### config.mk
export PLATFORM = sky130hd
export DESIGN_NAME = int_setcmp_alu
export DESIGN_NICKNAME = d
export VERILOG_FILES = /design/src/rtl/int_alu_pkg.sv /design/src/rtl/int_alu_decode.sv /design/src/rtl/int_alu_addsub.sv /design/src/rtl/int_alu_shift.sv /design/src/rtl/int_alu_compare.sv /design/src/rtl/int_setcmp_alu.sv
export SDC_FILE = /design/constraint.sdc
export NUM_CORES = 1
export LEC_CHECK = 0
export ABC_AREA = 0
export BUFFER_PORTS_ARGS = -buffer_cell sky130_fd_sc_hd__buf_2
export CAP_MARGIN = 20
export CELL_PAD_IN_SITES_DETAIL_PLACEMENT = 2
export CELL_PAD_IN_SITES_GLOBAL_PLACEMENT = 2
export CORE_ASPECT_RATIO = 1.1
export CORE_MARGIN = 2
export CORE_UTILIZATION = 30
export DETAILED_ROUTE_END_ITERATION = 6
export PLACE_DENSITY_LB_ADDON = 0.05
export SKIP_LAST_GASP = 1
export SLEW_MARGIN = 25
export SYNTH_ARGS = -nofsm -noshare
export SYNTH_HDL_FRONTEND = slang
export SYNTH_HIERARCHICAL = 1
export SYNTH_SLANG_ARGS = --single-unit
### constraint.sdc
create_clock -name vclk -period 14.7
set_clock_uncertainty 0.15 [all_clocks]
set_input_delay 2.205 -clock vclk [all_inputs]
set_output_delay 2.205 -clock vclk [all_outputs]
set_load 0.01 [all_outputs]
### src/rtl/int_alu_pkg.sv
package int_alu_pkg;

    localparam int FUNC_W = 6;

    typedef enum logic [FUNC_W-1:0] {
        FN_SLL  = 6'h04,
        FN_SRL  = 6'h06,
        FN_SRA  = 6'h07,
        FN_ADD  = 6'h20,
        FN_ADDU = 6'h21,
        FN_SUB  = 6'h22,
        FN_SUBU = 6'h23,
        FN_AND  = 6'h24,
        FN_OR   = 6'h25,
        FN_XOR  = 6'h26,
        FN_SEQ  = 6'h28,
        FN_SNE  = 6'h29,
        FN_SLT  = 6'h2A,
        FN_SGT  = 6'h2B,
        FN_SLE  = 6'h2C,
        FN_SGE  = 6'h2D,
        FN_SLTU = 6'h3A,
        FN_SGTU = 6'h3B,
        FN_SLEU = 6'h3C,
        FN_SGEU = 6'h3D
    } alu_fn_e;

    typedef enum logic [2:0] {
        UNIT_NONE,
        UNIT_LOGIC,
        UNIT_ARITH,
        UNIT_SHIFT,
        UNIT_CMP
    } alu_unit_e;

    typedef enum logic [1:0] {
        LOG_AND,
        LOG_OR,
        LOG_XOR
    } log_op_e;

    typedef enum logic [1:0] {
        SH_LEFT,
        SH_RIGHT_ZERO,
        SH_RIGHT_SIGN
    } sh_op_e;

    typedef enum logic [2:0] {
        CMP_EQ,
        CMP_NE,
        CMP_LT,
        CMP_GT,
        CMP_LE,
        CMP_GE
    } cmp_op_e;

    typedef struct packed {
        alu_unit_e unit;
        log_op_e   log_op;
        logic      sub;
        logic      trap_ovf;
        sh_op_e    sh_op;
        cmp_op_e   cmp_op;
        logic      cmp_signed;
        logic      illegal;
    } alu_ctl_t;

endpackage

### src/rtl/int_alu_decode.sv
module int_alu_decode
    import int_alu_pkg::*;
(
    input  logic [FUNC_W-1:0] func_code,
    output alu_ctl_t          ctl
);

    always_comb begin
        ctl            = '0;
        ctl.unit       = UNIT_NONE;
        ctl.log_op     = LOG_AND;
        ctl.sh_op      = SH_LEFT;
        ctl.cmp_op     = CMP_EQ;
        ctl.illegal    = 1'b0;
        unique case (func_code)
            FN_SLL:  begin ctl.unit = UNIT_SHIFT; ctl.sh_op = SH_LEFT;       end
            FN_SRL:  begin ctl.unit = UNIT_SHIFT; ctl.sh_op = SH_RIGHT_ZERO; end
            FN_SRA:  begin ctl.unit = UNIT_SHIFT; ctl.sh_op = SH_RIGHT_SIGN; end
            FN_ADD:  begin ctl.unit = UNIT_ARITH; ctl.trap_ovf = 1'b1;       end
            FN_ADDU: begin ctl.unit = UNIT_ARITH;                            end
            FN_SUB:  begin ctl.unit = UNIT_ARITH; ctl.sub = 1'b1; ctl.trap_ovf = 1'b1; end
            FN_SUBU: begin ctl.unit = UNIT_ARITH; ctl.sub = 1'b1;            end
            FN_AND:  begin ctl.unit = UNIT_LOGIC; ctl.log_op = LOG_AND;      end
            FN_OR:   begin ctl.unit = UNIT_LOGIC; ctl.log_op = LOG_OR;       end
            FN_XOR:  begin ctl.unit = UNIT_LOGIC; ctl.log_op = LOG_XOR;      end
            FN_SEQ:  begin ctl.unit = UNIT_CMP; ctl.cmp_op = CMP_EQ; ctl.cmp_signed = 1'b1; end
            FN_SNE:  begin ctl.unit = UNIT_CMP; ctl.cmp_op = CMP_NE; ctl.cmp_signed = 1'b1; end
            FN_SLT:  begin ctl.unit = UNIT_CMP; ctl.cmp_op = CMP_LT; ctl.cmp_signed = 1'b1; end
            FN_SGT:  begin ctl.unit = UNIT_CMP; ctl.cmp_op = CMP_GT; ctl.cmp_signed = 1'b1; end
            FN_SLE:  begin ctl.unit = UNIT_CMP; ctl.cmp_op = CMP_LE; ctl.cmp_signed = 1'b1; end
            FN_SGE:  begin ctl.unit = UNIT_CMP; ctl.cmp_op = CMP_GE; ctl.cmp_signed = 1'b1; end
            FN_SLTU: begin ctl.unit = UNIT_CMP; ctl.cmp_op = CMP_LT; end
            FN_SGTU: begin ctl.unit = UNIT_CMP; ctl.cmp_op = CMP_GT; end
            FN_SLEU: begin ctl.unit = UNIT_CMP; ctl.cmp_op = CMP_LE; end
            FN_SGEU: begin ctl.unit = UNIT_CMP; ctl.cmp_op = CMP_GE; end
            default: begin ctl.unit = UNIT_NONE; ctl.illegal = 1'b1; end
        endcase
    end

endmodule

### src/rtl/int_alu_addsub.sv
module int_alu_addsub #(
    parameter int WIDTH = 32
) (
    input  logic [WIDTH-1:0] lhs,
    input  logic [WIDTH-1:0] rhs,
    input  logic             sub,
    input  logic             trap_ovf,
    output logic [WIDTH-1:0] sum,
    output logic             ovf
);

    localparam int MSB = WIDTH - 1;

    logic [WIDTH-1:0] rhs_eff;
    logic             sign_clash;

    always_comb begin
        rhs_eff    = sub ? ~rhs : rhs;
        sum        = lhs + rhs_eff + WIDTH'(sub);
        sign_clash = (lhs[MSB] == rhs_eff[MSB]) && (sum[MSB] != lhs[MSB]);
        ovf        = trap_ovf && sign_clash;
    end

endmodule

### src/rtl/int_alu_shift.sv
module int_alu_shift
    import int_alu_pkg::*;
#(
    parameter int WIDTH = 32,
    localparam int SH_W = $clog2(WIDTH)
) (
    input  logic [WIDTH-1:0] value,
    input  logic [SH_W-1:0]  amount,
    input  sh_op_e           sh_op,
    output logic [WIDTH-1:0] shifted
);

    logic [WIDTH-1:0] value_rev;
    logic [WIDTH-1:0] stage_in;
    logic [WIDTH-1:0] stage_out;
    logic [WIDTH-1:0] stage [SH_W+1];
    logic             fill;

    // Left shifts reuse the right-shift network on a bit-reversed word.
    for (genvar i = 0; i < WIDTH; i++) begin : g_rev_in
        assign value_rev[i] = value[WIDTH-1-i];
    end

    always_comb begin
        stage_in = (sh_op == SH_LEFT) ? value_rev : value;
        fill     = (sh_op == SH_RIGHT_SIGN) ? value[WIDTH-1] : 1'b0;
    end

    assign stage[0] = stage_in;

    for (genvar s = 0; s < SH_W; s++) begin : g_stage
        localparam int DIST = 1 << s;
        assign stage[s+1] = amount[s]
            ? {{DIST{fill}}, stage[s][WIDTH-1:DIST]}
            : stage[s];
    end

    assign stage_out = stage[SH_W];

    for (genvar i = 0; i < WIDTH; i++) begin : g_rev_out
        assign shifted[i] = (sh_op == SH_LEFT) ? stage_out[WIDTH-1-i] : stage_out[i];
    end

endmodule

### src/rtl/int_alu_compare.sv
module int_alu_compare
    import int_alu_pkg::*;
#(
    parameter int WIDTH = 32
) (
    input  logic [WIDTH-1:0] lhs,
    input  logic [WIDTH-1:0] rhs,
    input  cmp_op_e          cmp_op,
    input  logic             cmp_signed,
    output logic             holds
);

    logic is_eq;
    logic is_lt;
    logic is_gt;

    always_comb begin
        is_eq = (lhs == rhs);
        is_lt = cmp_signed ? ($signed(lhs) < $signed(rhs)) : (lhs < rhs);
        is_gt = !is_lt && !is_eq;
        unique case (cmp_op)
            CMP_EQ:  holds = is_eq;
            CMP_NE:  holds = !is_eq;
            CMP_LT:  holds = is_lt;
            CMP_GT:  holds = is_gt;
            CMP_LE:  holds = !is_gt;
            CMP_GE:  holds = !is_lt;
            default: holds = 1'b0;
        endcase
    end

endmodule

### src/rtl/int_setcmp_alu.sv
module int_setcmp_alu
    import int_alu_pkg::*;
#(
    parameter int WIDTH = 32
) (
    input  logic [FUNC_W-1:0] func_code,
    input  logic [WIDTH-1:0]  op_a,
    input  logic [WIDTH-1:0]  op_b,
    output logic [WIDTH-1:0]  result,
    output logic              zero,
    output logic              overflow,
    output logic              illegal_func
);

    localparam int SH_W = $clog2(WIDTH);

    alu_ctl_t         ctl;
    logic [WIDTH-1:0] arith_res;
    logic             arith_ovf;
    logic [WIDTH-1:0] shift_res;
    logic             cmp_holds;
    logic [WIDTH-1:0] logic_res;

    int_alu_decode u_decode (
        .func_code (func_code),
        .ctl       (ctl)
    );

    int_alu_addsub #(.WIDTH(WIDTH)) u_addsub (
        .lhs      (op_a),
        .rhs      (op_b),
        .sub      (ctl.sub),
        .trap_ovf (ctl.trap_ovf),
        .sum      (arith_res),
        .ovf      (arith_ovf)
    );

    int_alu_shift #(.WIDTH(WIDTH)) u_shift (
        .value   (op_a),
        .amount  (op_b[SH_W-1:0]),
        .sh_op   (ctl.sh_op),
        .shifted (shift_res)
    );

    int_alu_compare #(.WIDTH(WIDTH)) u_compare (
        .lhs        (op_a),
        .rhs        (op_b),
        .cmp_op     (ctl.cmp_op),
        .cmp_signed (ctl.cmp_signed),
        .holds      (cmp_holds)
    );

    always_comb begin
        unique case (ctl.log_op)
            LOG_AND: logic_res = op_a & op_b;
            LOG_OR:  logic_res = op_a | op_b;
            LOG_XOR: logic_res = op_a ^ op_b;
            default: logic_res = '0;
        endcase
    end

    always_comb begin
        overflow = 1'b0;
        unique case (ctl.unit)
            UNIT_LOGIC: result = logic_res;
            UNIT_ARITH: begin
                result   = arith_res;
                overflow = arith_ovf;
            end
            UNIT_SHIFT: result = shift_res;
            UNIT_CMP:   result = {{(WIDTH-1){1'b0}}, cmp_holds};
            default:    result = '0;
        endcase
        zero         = ~|result;
        illegal_func = ctl.illegal;
    end

endmodule

Yosys cells after proc, flatten, opt, wreduce, memory -nomap -nowiden
Cells that the tools add are included.
{"block": "word_totals", "output_inout_bits": 35, "elab_cells": 119, "regBits": 0, "inputBits": 70}
{"block": "classes", "muxes": 53, "add_sub_neg": 2, "reduce_logical": 23, "bitwise_logic": 4, "magnitude_cmp": 2, "n_eq_ne": 35}
{"op": "2-to-1 mux 32 bit", "n": 7}
{"op": "case mux 32 bit (4 select lines)", "n": 1}
{"op": "equality test 6 bit (second input constant)", "n": 17}
{"op": "case mux 32 bit (3 select lines)", "n": 1}
{"op": "< comparator 32 bit", "n": 2}
{"op": "2-to-1 mux 1 bit", "n": 39}
{"op": "adder 32 x 1 -> 32 bit", "n": 1}
{"op": "adder 32 bit", "n": 1}
{"op": "bitwise AND 32 bit", "n": 1}
{"op": "equality test 32 bit", "n": 1}
{"op": "inverter 32 bit", "n": 1}
{"op": "bitwise OR 32 bit", "n": 1}
{"op": "OR reduction 32 bit", "n": 1}
{"op": "bitwise XOR 32 bit", "n": 1}
{"op": "OR reduction 20 bit", "n": 1}
{"op": "equality test 6 x 3 -> 1 bit (second input constant)", "n": 3}
{"op": "case mux 3 bit (5 select lines)", "n": 1}
{"op": "equality test 3 x 2 -> 1 bit (second input constant)", "n": 4}
{"op": "case mux 3 bit (4 select lines)", "n": 1}
{"op": "OR reduction 2 bit", "n": 6}
{"op": "OR reduction 10 bit", "n": 1}
{"op": "equality test 3 bit (second input constant)", "n": 3}
{"op": "case mux 2 bit (2 select lines)", "n": 2}
{"op": "equality test 3 x 1 -> 1 bit (second input constant)", "n": 2}
{"op": "12 further kinds", "n": 20}

Logic depth before layout (Yosys ltp)
Gate-level depths: netlist of run 1.
{"block": "logic_depth", "ltp_word": 13, "mapped_depth": 20, "mapped_depth_nobuf": 18}

Hierarchy
Netlist of run 1, hierarchy kept.
{"module": "int_alu_shift", "seq_area_each_um2": 0.0, "area_each_um2": 2950.3, "n_inst": 1, "cells_each": 355}
{"module": "int_setcmp_alu", "seq_area_each_um2": 0.0, "area_each_um2": 2591.2, "n_inst": 1, "cells_each": 323}
{"module": "int_alu_addsub", "seq_area_each_um2": 0.0, "area_each_um2": 2038.2, "n_inst": 1, "cells_each": 290}
{"module": "int_alu_compare", "seq_area_each_um2": 0.0, "area_each_um2": 948.4, "n_inst": 1, "cells_each": 126}
{"module": "int_alu_decode", "seq_area_each_um2": 0.0, "area_each_um2": 241.5, "n_inst": 1, "cells_each": 36}

Worst setup path after synthesis of run 1
OpenSTA, ideal clock, no wires.
{"block": "synth_timing", "path_kind": "input to output", "startpoint": "in func_code[3]", "endpoint": "out zero", "arrival_ns": 6.140, "stages": 17, "path_buffers": 2, "path_slack_ns": 6.205, "t_required_ns": 12.345, "path_cell_list": "nor2_1 -> nand2_1 -> nor3b_1 -> buf_6 -> clkbuf_1 -> xor2_1 -> ha_1 -> a21oi_1 -> o22ai_2 -> a311o_2 -> a221oi_2 -> o21ai_0 -> xor2_1 -> or4_1 -> o41ai_2 -> a41oi_1 -> nor4_2"}
{"item": "start: declaration", "line_no": "int_setcmp_alu.sv:6", "rtl": "input logic [FUNC_W-1:0] func_code,"}
{"item": "end: declaration", "line_no": "int_setcmp_alu.sv:10", "rtl": "output logic zero,"}

==> results of run 1 <==
## cell type report
cell class	count	area, um2	share of cell area [%]
Tap cell	368	460	4.83
Inverter	115	432	4.53
Timing Repair Buffer	118	623	6.54
Multi-Input combinational cell	938	8010	84.1
## through the flow
stage / utilization [%] / instances / total power [mW] / instance area (um2)
5_1_grt: 33.2 / 1539 / 0.409 / 9530
3_5_place_dp: 33.2 / 1539 / 0.373 / 9520
2_1_floorplan: - / 1130 / 0.236 / 8770
6_report: 33.2 / 1539 / 0.377 / 9530
4_1_cts: 33.2 / 1539 / 0.375 / 9520
3_3_place_gp: 33.2 / 1539 / 0.369 / 9520
## cell usage after synthesis, types with 4 or more instances
library cell	instances
a211oi_1	8
a21boi_0	5
a21o_1	11
a21oi_1	64
a221oi_1	10
a22oi_1	11
a31oi_1	8
a41oi_1	4
and2_1	6
and3_1	4
and4_1	4
buf_2	17
buf_4	4
buf_6	6
clkbuf_1	47
ha_1	126
inv_1	112
mux2_2	8
mux2i_1	93
mux4_2	42
nand2_1	82
nand2b_1	12
nand3_1	33
nand4_1	24
nor2_1	50
nor2b_1	9
nor3_1	13
nor3b_1	6
nor4_1	11
o211ai_1	11
o21ai_0	38
o21ai_1	7
o21bai_1	5
o221ai_1	8
o22a_1	33
o22ai_1	36
o31ai_1	7
or2_2	4
xnor2_1	18
xor2_1	43
## worst paths after layout
check	start	endpoint	slack, ps
worst max-delay path	func_code[2]	zero	4480
worst min-delay path	func_code[1]	illegal_func	4680
## cells by family (layout without fill, tap and decap cells)
group	after synthesis	after routing	synth area share, %
compound gates	314	314	25.7
xor+xnor	61	61	6.09
fa+ha+maj	127	127	18.2
buf+inv	192	233	9.15
mux	147	147	23.1
simple gates	289	289	17.8
## critical path, stage by stage
cell	delay [ps]
buf_2	200
or3b_4	460
nor3_1	820
or2_2	240
buf_4	470
mux4_2	630
mux4_2	540
a221oi_1	280
o2bb2ai_1	180
or4_4	560
nor4_2	140
nand4b_1	120
a22oi_1	320
a41oi_1	220
nor4_2	280
buf_2	180
## power by group
group          switching (mW)  leakage [nW]  total [mW]  internal [mW]
sequential                  0             0           0              0
clock                       0             0           0              0
combinational           0.242          4.20       0.377          0.135
total                   0.242          4.20       0.377          0.135
## per-layer routing
layer / vias up / GRT usage (%) / share of wire, %
met3: 71 / 2.81 / 4.6
met2: 269 / 44.0 / 45
met5: - / 0 / 0.019
met4: 2 / 10.2 / 4.5
met1: 4743 / 37.1 / 46
li1: 4348 / - / -
## cell usage in the layout, fill, tap and decap left out, drive strengths merged, types with 38 or more instances in the layout
master / count
xor2: 43
o22ai: 38
mux4: 42
o21ai: 46
nor2: 51
buf: 118
mux2i: 94
inv: 114
ha: 126
a21oi: 66
nand2: 82
==> flow_metrics.tcl, run 1 <==
set metrics [dict create \
    period_minus_slack_ps 10220 \
    peakVddDrop_uv 16.4 \
    synth_area_per_cell_um2 7.76 \
    area_growth_pct 8.66 \
    grt_start_max_net_pins 48 \
    drive_above_1_share_pct 18.3 \
    die_height_um 183 \
    max_slew_margin_pct 31.6 \
    maxSlewViolCount 0 \
    die_area_um2 30600 \
    synth_top_area_share_pct 18.0 \
    yosys.area.top_type "ha_1" \
    routabilityCongestion 0.920 \
    vias_per_cell 6.13 \
    wire_per_inst_um 27.6 \
    setup_slack_ps 4480 \
    port_buffers 105 \
    first_global_vias 9731 \
    timing.hold.ws_ps 4680 \
    grt_overflow 0 \
    cap_violations 0 \
    core_um2 28700 \
    worstPathArrival_ps 7870 \
    routed_wl_mm 42.5 \
    path_max_fanout 41 \
    outcome "completed" \
    synthTopCellsByArea "ha_1 18%, mux4_2 11%, mux2i_1 11%, inv_1 4.8%, xor2_1 4.3%" \
    final-setup-viol-count 0 \
    power_density_nw_per_um2 39.6 \
    syn_nets 1327 \
    vias 9433 \
    p_leak_nw 4.20 \
    synth_warnings 6 \
    pre_cts_ws_ps 4490 \
    critPathRequiredTime_ps 12350 \
    fmaxAchievable_mhz 97.8 \
    post_cts_buffers 0 \
    finalHoldViolations 0 \
    first_pass_iters 5 \
    n_fill_cell 3482 \
    regArea_um2 0 \
    synth-seq-area-share_pct 0 \
    hold_buffers 0 \
    num-clock-buffers 0 \
    rsz0062_at_grt "false" \
    fp-row-count 65 \
    fin_crit_sh_pct 69.6 \
    track_usage_pct 27.1 \
    hp-class "input port to primary output" \
    crit_path_end_kind "primary output" \
    grt_pass1_wl_mm 63.7 \
    synth_area_um2 8770 \
    tightest_slew_ps 1030 \
    tns_ps 0 \
    worstHoldPathCells 3 \
    route.detailed.drc 0 \
    dp_hpwl_mm 34.6 \
    seq_cells 0 \
    start_util_pct 30.5 \
    synth_cells 1130 \
    antenna_cells 0 \
    cts-resized-gates 0 \
    ys_types 100 \
    crit_type "input port to primary output" \
    antenna_left 0 \
    antenna_found_initial 1 \
    die_w_um 167 \
    num_io_pins 105 \
    drtIter0Drc 630 \
    nets 1370 \
    critPathLaunchType "input port" \
]
(Power assumes the default switching activity.)
==> inputs of run 2 (changes only) <==
- ABC_AREA: 0 -> 1
- CORE_UTILIZATION: 30 -> 28
- clock period: 14.7 -> 8.7 ns (I/O delays scaled with it)
==> run 2 against run 1 <==
Net effect:
- die area grew 9.5%
- synthesized cell count increased by 54%
- flip-flop and latch count did not move
- global-route usage rose by 2.3 points
- final area rose by 2.5%
- clock-buffer cell count stayed put
- area after synthesis rose by 2.5%
==> flow_metrics.tcl, run 2 <==
set metrics [dict create \
    outcome "completed" \
    routed_wl_mm 49.9 \
    track_usage_pct 29.5 \
    synth_warnings 6 \
    synth_top_area_share_pct 23.3 \
    grt_overflow 0 \
    period_minus_slack_ps 7180 \
    tightest_slew_ps 1010 \
    first_global_vias 12600 \
    synthTopCellsByArea "nand2_1 23%, nand3_1 19%, ha_1 18%, inv_1 11%, nor2_1 5.2%" \
    vias_per_cell 5.29 \
    core_um2 31500 \
    path_max_fanout 40 \
    num_io_pins 105 \
    seq_cells 0 \
    syn_nets 1941 \
    crit_buf_inv 6 \
    drtIter0Drc 495 \
    ys_types 42 \
    synth-compound-area-share_pct 7.24 \
    antenna_left 0 \
    dp_hpwl_mm 40.8 \
    die_area_um2 33500 \
    synth_area_per_cell_um2 5.15 \
    layout_common_cells "558 x nand2_1, 350 x nand3_1, 254 x inv_1" \
    final-setup-viol-count 0 \
    yosys.area.top_type "nand2_1" \
    cts-resized-gates 0 \
    grt_util_met1_pct 34.3 \
    cap_violations 0 \
    first_pass_iters 5 \
    yosysMostFrequentCell "nand2_1" \
    grt_start_max_net_pins 68 \
    synth-xor-area-share_pct 4.87 \
    worst_path_largest_cell_delay_ps 730 \
    met3_usage_pct 1.66 \
    busiest_layer "met2" \
    critPathLaunchType "input port" \
    die_w_um 175 \
    grt_pass1_wl_mm 75.2 \
    regArea_um2 0 \
    grtUsageMet2_pct 56.4 \
    port_buffers 105 \
    tns_ps 0 \
    synth_fa_ha_area_share_pct 17.8 \
    hp-class "input port to primary output" \
    synth_area_um2 8980 \
    die_height_um 192 \
    post_cts_buffers 0 \
    finalHoldViolations 0 \
    max_slew_margin_pct 32.6 \
    antenna_found_initial 2 \
    crit_family "simple AND/OR/NAND/NOR gates" \
    fin_crit_sh_pct 82.5 \
    rsz0062_at_grt "false" \
    ys_top_cells_by_count "558 x nand2_1, 350 x nand3_1, 256 x inv_1" \
    yosys.area_share.simple_pct 54.7 \
    fin_util_pct 31.0 \
    area_growth_pct 8.72 \
    fmaxAchievable_mhz 139 \
    slowest_stage "nor4_1" \
    hold_buffers 0 \
    vias 11700 \
    synth_top_family_by_area "simple AND/OR/NAND/NOR gates" \
    crit_type "input port to primary output" \
    n_fill_cell 4225 \
    worstPathArrival_ps 5730 \
    routabilityCongestion 0.956 \
    wire_per_inst_um 22.5 \
    synth-seq-area-share_pct 0 \
    nets 1989 \
    maxSlewViolCount 0 \
    synth_cells 1744 \
    route.detailed.drc 0 \
    fp-row-count 68 \
    num-clock-buffers 0 \
    drive_above_1_share_pct 10.4 \
    critPathRequiredTime_ps 7240 \
    start_util_pct 28.5 \
    layout_commonest_cell "nand2_1" \
    cpMostUsedCell "nand2_1" \
    crit_path_end_kind "primary output" \
    synth_mux_area_share_pct 0 \
]
## run 2: cell types whose count changed after synthesis, sizes merged, moves of 42 or more
cell | previous run | this run
inv | 114 | 265
mux2i | 94 | 0
mux4 | 42 | 0
nand2 | 82 | 584
nand3 | 34 | 358
nor2 | 51 | 136
## run 2: area by class of cell
cell class	instances	area [um2]	share of cell area [%]
Tap cell	420	526	5.38
Antenna cell	3	7.51	0.0769
Multi-Input combinational cell	1407	7620	78.0
Inverter	266	1000	10.2
Timing Repair Buffer	117	616	6.30
## run 2: logic make-up after synthesis
logic type,after synthesis
buf+inv,337
simple gates,1113
fa+ha+maj,127
compound gates,117
xor+xnor,50
## run 2: per-layer routing
| metal | wire length, um | part of all wire (%) |
|---|---|---|
| met1 | 21200 | 42 |
| met4 | 2090 | 4.2 |
| met2 | 25300 | 51 |
| met5 | 13 | 0.026 |
| met3 | 1280 | 2.6 |
## run 2: through the flow
step	cell area [um2]	instances	setup slack [ps]	hold WS [ps]
CTS	9760	2210	1550	3010
global placement	9760	2210	1630	3000
global route	9760	2210	1070	3050
finish	9770	2213	1520	3000
floorplan	8980	1744	3220	2650
detailed placement	9760	2210	1570	3010
## run 2: final timing paths
kind | from | endpoint | slack, ps | cells past startpoint
min | func_code[0] | overflow | 3000 | 7
max | func_code[2] | zero | 1520 | 26
